File: config.mk
export PLATFORM = sky130hd
export DESIGN_NAME = trig_out_sel
export DESIGN_NICKNAME = d
export VERILOG_FILES = /design/src/rtl/trig_sel_pkg.sv /design/src/rtl/trig_edge_detect.sv /design/src/rtl/trig_mode_mux.sv /design/src/rtl/trig_out_sel.sv
export SDC_FILE = /design/constraint.sdc
export NUM_CORES = 1
export LEC_CHECK = 0
export ABC_AREA = 1
export BUFFER_PORTS_ARGS = -buffer_cell sky130_fd_sc_hd__buf_2
export CORE_AREA = 8 8 45 47
export CTS_CLUSTER_SIZE = 20
export DETAILED_ROUTE_END_ITERATION = 12
export DIE_AREA = 0 0 53 55
export PLACE_DENSITY = 0.69
export SLEW_MARGIN = 5
export SYNTH_ARGS = -nofsm -noshare
export SYNTH_HDL_FRONTEND = slang
export SYNTH_HIERARCHICAL = 1
export SYNTH_SLANG_ARGS = --single-unit
File: constraint.sdc
create_clock -name clk -period 1.51 [get_ports clk]
set_clock_uncertainty 0.05 [all_clocks]
set_input_delay 0.0755 -clock clk [delete_from_list [all_inputs] [get_ports clk]]
set_output_delay 0.0755 -clock clk [all_outputs]
set_load 0.02 [all_outputs]
File: src/rtl/trig_sel_pkg.sv
package trig_sel_pkg;

    localparam int MODE_W    = 4;
    localparam int REF_COUNT = 6;
    localparam int REF_BASE  = 4;   // first mode that copies a reference
    localparam int CH4_IDX   = 3;
    localparam int CH5_IDX   = 4;
    localparam int CH6_IDX   = 5;

    typedef enum logic [MODE_W-1:0] {
        TS_SWUPD        = 4'd0,
        TS_CNTEN        = 4'd1,
        TS_UPDEVT       = 4'd2,
        TS_CC1PULSE     = 4'd3,
        TS_REF1         = 4'd4,
        TS_REF2         = 4'd5,
        TS_REF3         = 4'd6,
        TS_REF4         = 4'd7,
        TS_REF5         = 4'd8,
        TS_REF6         = 4'd9,
        TS_BOTH4        = 4'd10,
        TS_BOTH6        = 4'd11,
        TS_RISE4_RISE6  = 4'd12,
        TS_RISE4_FALL6  = 4'd13,
        TS_RISE5_RISE6  = 4'd14,
        TS_RISE5_FALL6  = 4'd15
    } trig_mode_e;

    typedef struct packed {
        logic [REF_COUNT-1:0] ref_hist;
        logic                 cc1_hist;
        logic                 trig;
    } trig_state_t;

endpackage

File: src/rtl/trig_edge_detect.sv
module trig_edge_detect #(
    parameter int W = 6
) (
    input  logic [W-1:0] cur,
    input  logic [W-1:0] prev,
    output logic [W-1:0] rise,
    output logic [W-1:0] fall
);
    for (genvar g = 0; g < W; g++) begin : g_bit
        assign rise[g] = cur[g] & ~prev[g];
        assign fall[g] = ~cur[g] & prev[g];
    end
endmodule

File: src/rtl/trig_mode_mux.sv
module trig_mode_mux
    import trig_sel_pkg::*;
(
    input  logic [MODE_W-1:0]    mode_sel,
    input  logic                 sw_update,
    input  logic                 cnt_en,
    input  logic                 upd_evt,
    input  logic                 cc1_rise,
    input  logic [REF_COUNT-1:0] oc_ref,
    input  logic [REF_COUNT-1:0] ref_rise,
    input  logic [REF_COUNT-1:0] ref_fall,
    output logic                 trig_nxt
);
    always_comb begin
        trig_nxt = 1'b0;
        case (mode_sel)
            TS_SWUPD:       trig_nxt = sw_update;
            TS_CNTEN:       trig_nxt = cnt_en;
            TS_UPDEVT:      trig_nxt = upd_evt;
            TS_CC1PULSE:    trig_nxt = cc1_rise;
            TS_BOTH4:       trig_nxt = ref_rise[CH4_IDX] | ref_fall[CH4_IDX];
            TS_BOTH6:       trig_nxt = ref_rise[CH6_IDX] | ref_fall[CH6_IDX];
            TS_RISE4_RISE6: trig_nxt = ref_rise[CH4_IDX] | ref_rise[CH6_IDX];
            TS_RISE4_FALL6: trig_nxt = ref_rise[CH4_IDX] | ref_fall[CH6_IDX];
            TS_RISE5_RISE6: trig_nxt = ref_rise[CH5_IDX] | ref_rise[CH6_IDX];
            TS_RISE5_FALL6: trig_nxt = ref_rise[CH5_IDX] | ref_fall[CH6_IDX];
            default: begin
                for (int i = 0; i < REF_COUNT; i++) begin
                    if (mode_sel == MODE_W'(REF_BASE + i))
                        trig_nxt = oc_ref[i];
                end
            end
        endcase
    end
endmodule

File: src/rtl/trig_out_sel.sv
module trig_out_sel
    import trig_sel_pkg::*;
(
    input  logic                 clk,
    input  logic                 rst_n,
    input  logic [MODE_W-1:0]    mode_sel,
    input  logic                 sw_update,
    input  logic                 cnt_en,
    input  logic                 upd_evt,
    input  logic                 cc1_flag_set,
    input  logic [REF_COUNT-1:0] oc_ref,
    output logic                 trig_out
);
    trig_state_t          state_d, state_q;
    logic [REF_COUNT-1:0] ref_rise, ref_fall;
    logic                 cc1_rise;
    logic                 trig_nxt;

    trig_edge_detect #(.W(REF_COUNT)) u_edges (
        .cur  (oc_ref),
        .prev (state_q.ref_hist),
        .rise (ref_rise),
        .fall (ref_fall)
    );

    trig_mode_mux u_mux (
        .mode_sel  (mode_sel),
        .sw_update (sw_update),
        .cnt_en    (cnt_en),
        .upd_evt   (upd_evt),
        .cc1_rise  (cc1_rise),
        .oc_ref    (oc_ref),
        .ref_rise  (ref_rise),
        .ref_fall  (ref_fall),
        .trig_nxt  (trig_nxt)
    );

    always_comb begin
        cc1_rise         = cc1_flag_set & ~state_q.cc1_hist;
        state_d          = state_q;
        state_d.ref_hist = oc_ref;        // tracked in every mode
        state_d.cc1_hist = cc1_flag_set;
        state_d.trig     = trig_nxt;
    end

    always_ff @(posedge clk) begin
        if (!rst_n) state_q <= '0;
        else        state_q <= state_d;
    end

    assign trig_out = state_q.trig;


    cnt_pass_chk: assert property (@(posedge clk) disable iff (!rst_n)
        mode_sel == TS_CNTEN |=> trig_out == $past(cnt_en));


    ref1_pass_chk: assert property (@(posedge clk) disable iff (!rst_n)
        mode_sel == TS_REF1 |=> trig_out == $past(oc_ref[0]));


    cc1_held_chk: assert property (@(posedge clk) disable iff (!rst_n)
        (mode_sel == TS_CC1PULSE && cc1_flag_set && state_q.cc1_hist) |=> !trig_out);


    no_edge_chk: assert property (@(posedge clk) disable iff (!rst_n)
        (mode_sel == TS_BOTH4 && oc_ref[CH4_IDX] == state_q.ref_hist[CH4_IDX]) |=> !trig_out);


    rise6_chk: assert property (@(posedge clk) disable iff (!rst_n)
        (mode_sel == TS_RISE4_RISE6 && oc_ref[CH6_IDX] && !state_q.ref_hist[CH6_IDX]) |=> trig_out);


    hist_track_chk: assert property (@(posedge clk) disable iff (!rst_n)
        $past(rst_n) |-> state_q.ref_hist == $past(oc_ref));

endmodule

==> results.sh, run 1 <==
export IMPL_status="finished clean"
export IMPL_internal_power_w=0.000281
export IMPL_antenna_found_initial=0
export IMPL_fillers=158
export IMPL_final_area_um2=562
export IMPL_dr_pass1_iters=4
export IMPL_seqPwrFrac_pct=36.5
export IMPL_worst_hold_slack_ns=0.0189
export IMPL_io_buffers=16
export IMPL_ant_nets=0
export IMPL_ff2ff_setup_slack_ns=0.33
export IMPL_htreeDepth=1
export IMPL_antenna_cells=0
export IMPL_min_from="oc_ref[5]"
export IMPL_grt_overflow=0
export IMPL_period_minus_slack_ns=1.24
export IMPL_initial_core_util_pct=31.9
export IMPL_ctsResizeCount=0
export IMPL_dieWidth_um=53
export IMPL_grt_pass1_vias=449
export IMPL_min_to="state_q[7]"
export IMPL_setup_violations_final=0
export IMPL_layout_nets=118
export IMPL_vias_per_cell=4.38
export IMPL_cp_data_arrival_time_ns=1.32
export IMPL_top_layer="met3"
export IMPL_synthesis_area_um2=442
export IMPL_die_area_mm2=0.00292
export IMPL_placed_cell_area_um2=526
export IMPL_worstSkewPairLatency_ns=0.24
export IMPL_fin_cells=117
export IMPL_rr_worst_depth=10
export IMPL_drtIter0Drc=13
export IMPL_drive_gt1_share_pct=24.8
export IMPL_dpl_cell_count=112
export IMPL_drv_slew=0
export IMPL_worst_ir_drop_vdd_mv=0.381
export IMPL_drt_met1_wl_um=476
export IMPL_synthCells=82
export IMPL_power_density_mw_per_mm2=700
export IMPL_io_pin_count=17
export IMPL_crit_type="input pin to flip-flop"
export IMPL_drcViolationCount=0
export IMPL_maxCapViolations=0
export IMPL_yosysWarningCount=6
export IMPL_track_usage_pct=7.59
export IMPL_wl_met2_um=459
export IMPL_detail_route_wl_per_cell_um=8.74
export IMPL_rsz0062_at_grt="false"
export IMPL_synth_area_per_cell_um2=5.39
export IMPL_grt_max_degree=9
export IMPL_synth_nets=98
export IMPL_wl_mm=1.02
export IMPL_netSwitchingFraction_pct=28.5
export IMPL_cts_sinks=5
export IMPL_hold_class="input pin to flip-flop"
export IMPL_cp_start_kind="input pin"
export IMPL_tritoncts="done"
export IMPL_p_switching_w=0.000112
export IMPL_path_max_fanout=2
export IMPL_period_share_pct=81.9
export IMPL_comb_power_share_pct=25.2
export IMPL_die_y_um=55
export IMPL_worst_pin_slew_ns=0.198
export IMPL_areaGrowthSynthToFinish_pct=27.2
export IMPL_wl_met3_um=87
export IMPL_final_seq_area_um2=100
export IMPL_hold_violations=0
export IMPL_max_freq_mhz=809
export IMPL_vias=512
export IMPL_whs_path_depth=3
export IMPL_pwr_share_clk_pct=38.3
export IMPL_grt_pass1_wl_mm=1.72
export IMPL_finalSetupTns_ns=0
export IMPL_row_count=14
export IMPL_cp_end_kind="flip-flop"
export IMPL_r2r_start="state_q[7]"
export IMPL_cts_buffers=3
export IMPL_place_gp_congestion=0.807
export IMPL_clk_path_buf_depth=2
export IMPL_worst_r2r_endpoint="trig_out"
export IMPL_multi_input_area_um2=254
export IMPL_relSlewSlack_pct=86.8
export IMPL_cts_clk_slew_worst_paths_ns=0.04
export IMPL_core_area_mm2=0.00138
export IMPL_cts_root_buf="clkbuf_4"
export IMPL_worstPathRequired_ns=1.60
export IMPL_dp_hpwl_um=882
export IMPL_p_leak_nw=0.360
==> sequential cells by signal, summed over array words and instances, names as in the netlist <==
name	cells
state_q	4
trig_out	1
==> critical path, stage by stage <==
cell and delay (ns):
dlygate4sd3_1 0.52, buf_2 0.12, inv_1 0.04, nor2_1 0.04, nand2_1 0.05, o21ai_0 0.07
nand2_1 0.06, nand3_1 0.07, nor2_1 0.11, nand2_1 0.06, nand2_1 0.06, inv_1 0.03
==> worst max-delay path by stage <==
stage          depth (start not counted)  slack [ns]       end         start
2_1_floorplan                         10        0.45  trig_out    state_q[7]
3_3_place_gp                          10        0.40  trig_out    state_q[7]
3_5_place_dp                          10        0.35  trig_out    state_q[7]
4_1_cts                               12        0.30  trig_out  cc1_flag_set
5_1_grt                               12        0.19  trig_out  cc1_flag_set
6_report                              12        0.27  trig_out  cc1_flag_set
==> per-layer routing <==
| layer | track usage (%) | vias up |
|---|---|---|
| met2 | 12.1 | 15 |
| met1 | 8.48 | 213 |
| li1 | - | 284 |
| met5 | 0 | - |
| met3 | 2.41 | 0 |
| met4 | 5.17 | 0 |
==> area by class of cell <==
class                      instances  area share [%]
multi-input combinational         56            45.2
sequential                         5            17.8
timing repair buffer              17            16.0
inverter                          19            12.7
clock buffer                       4            4.68
tap                               16            3.56
==> power groups by stage <==
stage | combinational [W] | sequential [W] | clock (W)
finish | 0.0000993 | 0.000143 | 0.000151
global route | 0.000114 | 0.000144 | 0.000175
CTS | 0.000100 | 0.000143 | 0.000161
detailed placement | 0.0000975 | 0.000146 | 0
global placement | 0.0000968 | 0.000146 | 0
floorplan | 0.0000588 | 0.000149 | 0
==> through the flow <==
stage	total power (W)	utilization [%]	setup slack, ns
final	0.000393	40.6	0.274
after CTS	0.000404	40.6	0.296
after global placement	0.000243	38.0	0.399
after global routing	0.000432	40.6	0.190
after detailed placement	0.000243	38.0	0.347
after floorplan	0.000208	-	0.445
==> cell usage in the layout, fill, tap and decap left out <==
cell type and n:
nand2_1 18, nor2_1 16, dfxtp_1 5, nor2_2 1
dlygate4sd3_1 1, clkbuf_1 1, o21ai_1 2, nor3_1 1
inv_1 18, o21ai_0 1, and3b_2 1, clkbuf_4 3
inv_2 1, nand4_1 1, a21oi_1 1, nand2_2 2
buf_2 16, nor2_4 1, nand3_1 11
==> timing repair <==
item | CTS | global route
endpoints found under the hold margin | 1 | 0
hold buffers | 1 | 0
setup buffers | 0 | 0
Note: power is estimated with default switching activity, not from simulation.
==> run 2: changes to the inputs <==
- clock period: 1.51 -> 1.2 ns (I/O delays scaled with it)
==> results.sh, run 2 (synthesized netlist as in run 1, its figures left out) <==
export IMPL_status="finished clean"
export IMPL_dr_pass1_iters=4
export IMPL_fillers=159
export IMPL_antenna_cells=0
export IMPL_comb_power_share_pct=26.4
export IMPL_grt_pass1_vias=465
export IMPL_ant_nets=0
export IMPL_vias_per_cell=4.46
export IMPL_cp_start_kind="flip-flop"
export IMPL_rsz0062_at_grt="true"
export IMPL_wl_mm=1.07
export IMPL_worstSkewPairLatency_ns=0.24
export IMPL_die_y_um=55
export IMPL_relSlewSlack_pct=86.8
export IMPL_dpl_cell_count=112
export IMPL_worst_ir_drop_vdd_mv=0.490
export IMPL_vias=526
export IMPL_fin_cells=118
export IMPL_whs_path_depth=3
export IMPL_place_gp_congestion=0.807
export IMPL_final_area_um2=593
export IMPL_crit_type="flip-flop to flip-flop"
export IMPL_min_from="oc_ref[3]"
export IMPL_seqPwrFrac_pct=36.0
export IMPL_rr_worst_depth=10
export IMPL_clk_path_buf_depth=2
export IMPL_regMostFlops="state_q"
export IMPL_cts_sinks=5
export IMPL_track_usage_pct=7.86
export IMPL_core_area_mm2=0.00138
export IMPL_cp_data_arrival_time_ns=1.20
export IMPL_hold_class="input pin to flip-flop"
export IMPL_detail_route_wl_per_cell_um=9.03
export IMPL_antenna_found_initial=0
export IMPL_drive_gt1_share_pct=28.4
export IMPL_dp_hpwl_um=882
export IMPL_largest_reg_flops=4
export IMPL_initial_core_util_pct=31.9
export IMPL_r2r_start="state_q[7]"
export IMPL_setup_violations_final=0
export IMPL_internal_power_w=0.000359
export IMPL_period_share_pct=92.7
export IMPL_p_switching_w=0.000146
export IMPL_hold_violations=0
export IMPL_pwr_share_clk_pct=37.7
export IMPL_netSwitchingFraction_pct=28.9
export IMPL_maxCapViolations=0
export IMPL_worst_pin_slew_ns=0.198
export IMPL_cts_clk_slew_worst_paths_ns=0.04
export IMPL_cts_root_buf="clkbuf_4"
export IMPL_drcViolationCount=0
export IMPL_ff2ff_setup_slack_ns=0.09
export IMPL_period_minus_slack_ns=1.11
export IMPL_worstPathRequired_ns=1.29
export IMPL_drtIter0Drc=13
export IMPL_power_density_mw_per_mm2=851
export IMPL_min_to="state_q[5]"
export IMPL_io_pin_count=17
export IMPL_p_leak_nw=0.365
export IMPL_layout_commonest_cell="nand2_1"
export IMPL_htreeDepth=1
export IMPL_max_freq_mhz=899
export IMPL_dieWidth_um=53
export IMPL_io_buffers=16
export IMPL_die_area_mm2=0.00292
export IMPL_drv_slew=0
export IMPL_path_max_fanout=3
export IMPL_row_count=14
export IMPL_cts_buffers=3
export IMPL_layout_nets=119
export IMPL_finalSetupTns_ns=0
export IMPL_worst_r2r_endpoint="trig_out"
export IMPL_final_cell_mix="nand2_1, inv_1, buf_2"
export IMPL_grt_max_degree=9
export IMPL_grt_pass1_wl_mm=1.79
export IMPL_grt_overflow=0
export IMPL_cp_end_kind="flip-flop"
export IMPL_areaGrowthSynthToFinish_pct=34.3
export IMPL_tritoncts="done"
export IMPL_placed_cell_area_um2=526
run 2: changes by cell type in the layout (fill, tap and decap cells not counted):
cell	previous run	this run
inv_1	18	17
nor2_4	1	2
nand3_2	0	1
nand3_1	11	10
inv_2	1	2
buf_2	16	15
nor2_1	16	14
dfxtp_1	5	4
dfxtp_2	0	1
dlygate4sd3_1	1	3
nor2_2	1	2
run 2: final cells by class:
type / instances / area [um^2] / area share (%)
Clock buffer: 4 / 26.3 / 4.43
Timing Repair Buffer: 18 / 105 / 17.7
Tap cell: 16 / 20.0 / 3.38
Sequential cell: 5 / 101 / 17.1
Multi-Input combinational cell: 56 / 269 / 45.4
Inverter: 19 / 71.3 / 12.0
run 2: how the worst max path moves through the flow:
stage          slack, ns  cells after the start        from        to
6_report            0.09                     10  state_q[7]  trig_out
5_1_grt           -0.008                     10  state_q[7]  trig_out
4_1_cts             0.02                     10  state_q[7]  trig_out
3_5_place_dp        0.04                     10  state_q[7]  trig_out
3_3_place_gp        0.09                     10  state_q[7]  trig_out
2_1_floorplan       0.14                     10  state_q[7]  trig_out
run 2: layer usage:
metal  track usage (%)  up-vias  routed length, um
met4              5.17        0                  0
li1                  -      287                  -
met1              8.64      220                489
met5                 0        -                  0
met2              12.9       19                484
met3              2.41        0                 90
run 2: stage by stage:
step                      utilization, %  setup WS (ns)  hold slack, ns  power, W
after global placement              38.0         0.0885           0.202  0.000305
after detailed placement            38.0         0.0372           0.205  0.000306
final                               42.9         0.0879         0.00721  0.000505
after floorplan                        -          0.135           0.103  0.000262
after CTS                           42.0         0.0206         0.00385  0.000514
after global routing                42.9       -0.00753          0.0161  0.000553
run 2: worst max-delay path: stages (launching register included):
cell and delay [ns]:
dfxtp_2 0.32, inv_2 0.06, nor2_4 0.04, nand3_2 0.05
nand2_1 0.05, o21ai_1 0.12, nand3_1 0.08, nor2_1 0.09
nand2_1 0.06, nand2_1 0.06, inv_1 0.03
run 2: power by group through the flow:
stage	logic, W	clock network [W]	registers, W
floorplan	0.0000740	0	0.000188
global placement	0.000122	0	0.000184
detailed placement	0.000123	0	0.000183
CTS	0.000131	0.000202	0.000181
global route	0.000152	0.000220	0.000182
finish	0.000133	0.000190	0.000182
run 2: what timing repair did:
action / CTS / global route
hold buffers: 3 / 0
setup buffers: 0 / 0
setup endpoints to repair: 0 / 1
hold endpoints to repair: 3 / 0
gates resized for setup: 0 / 6
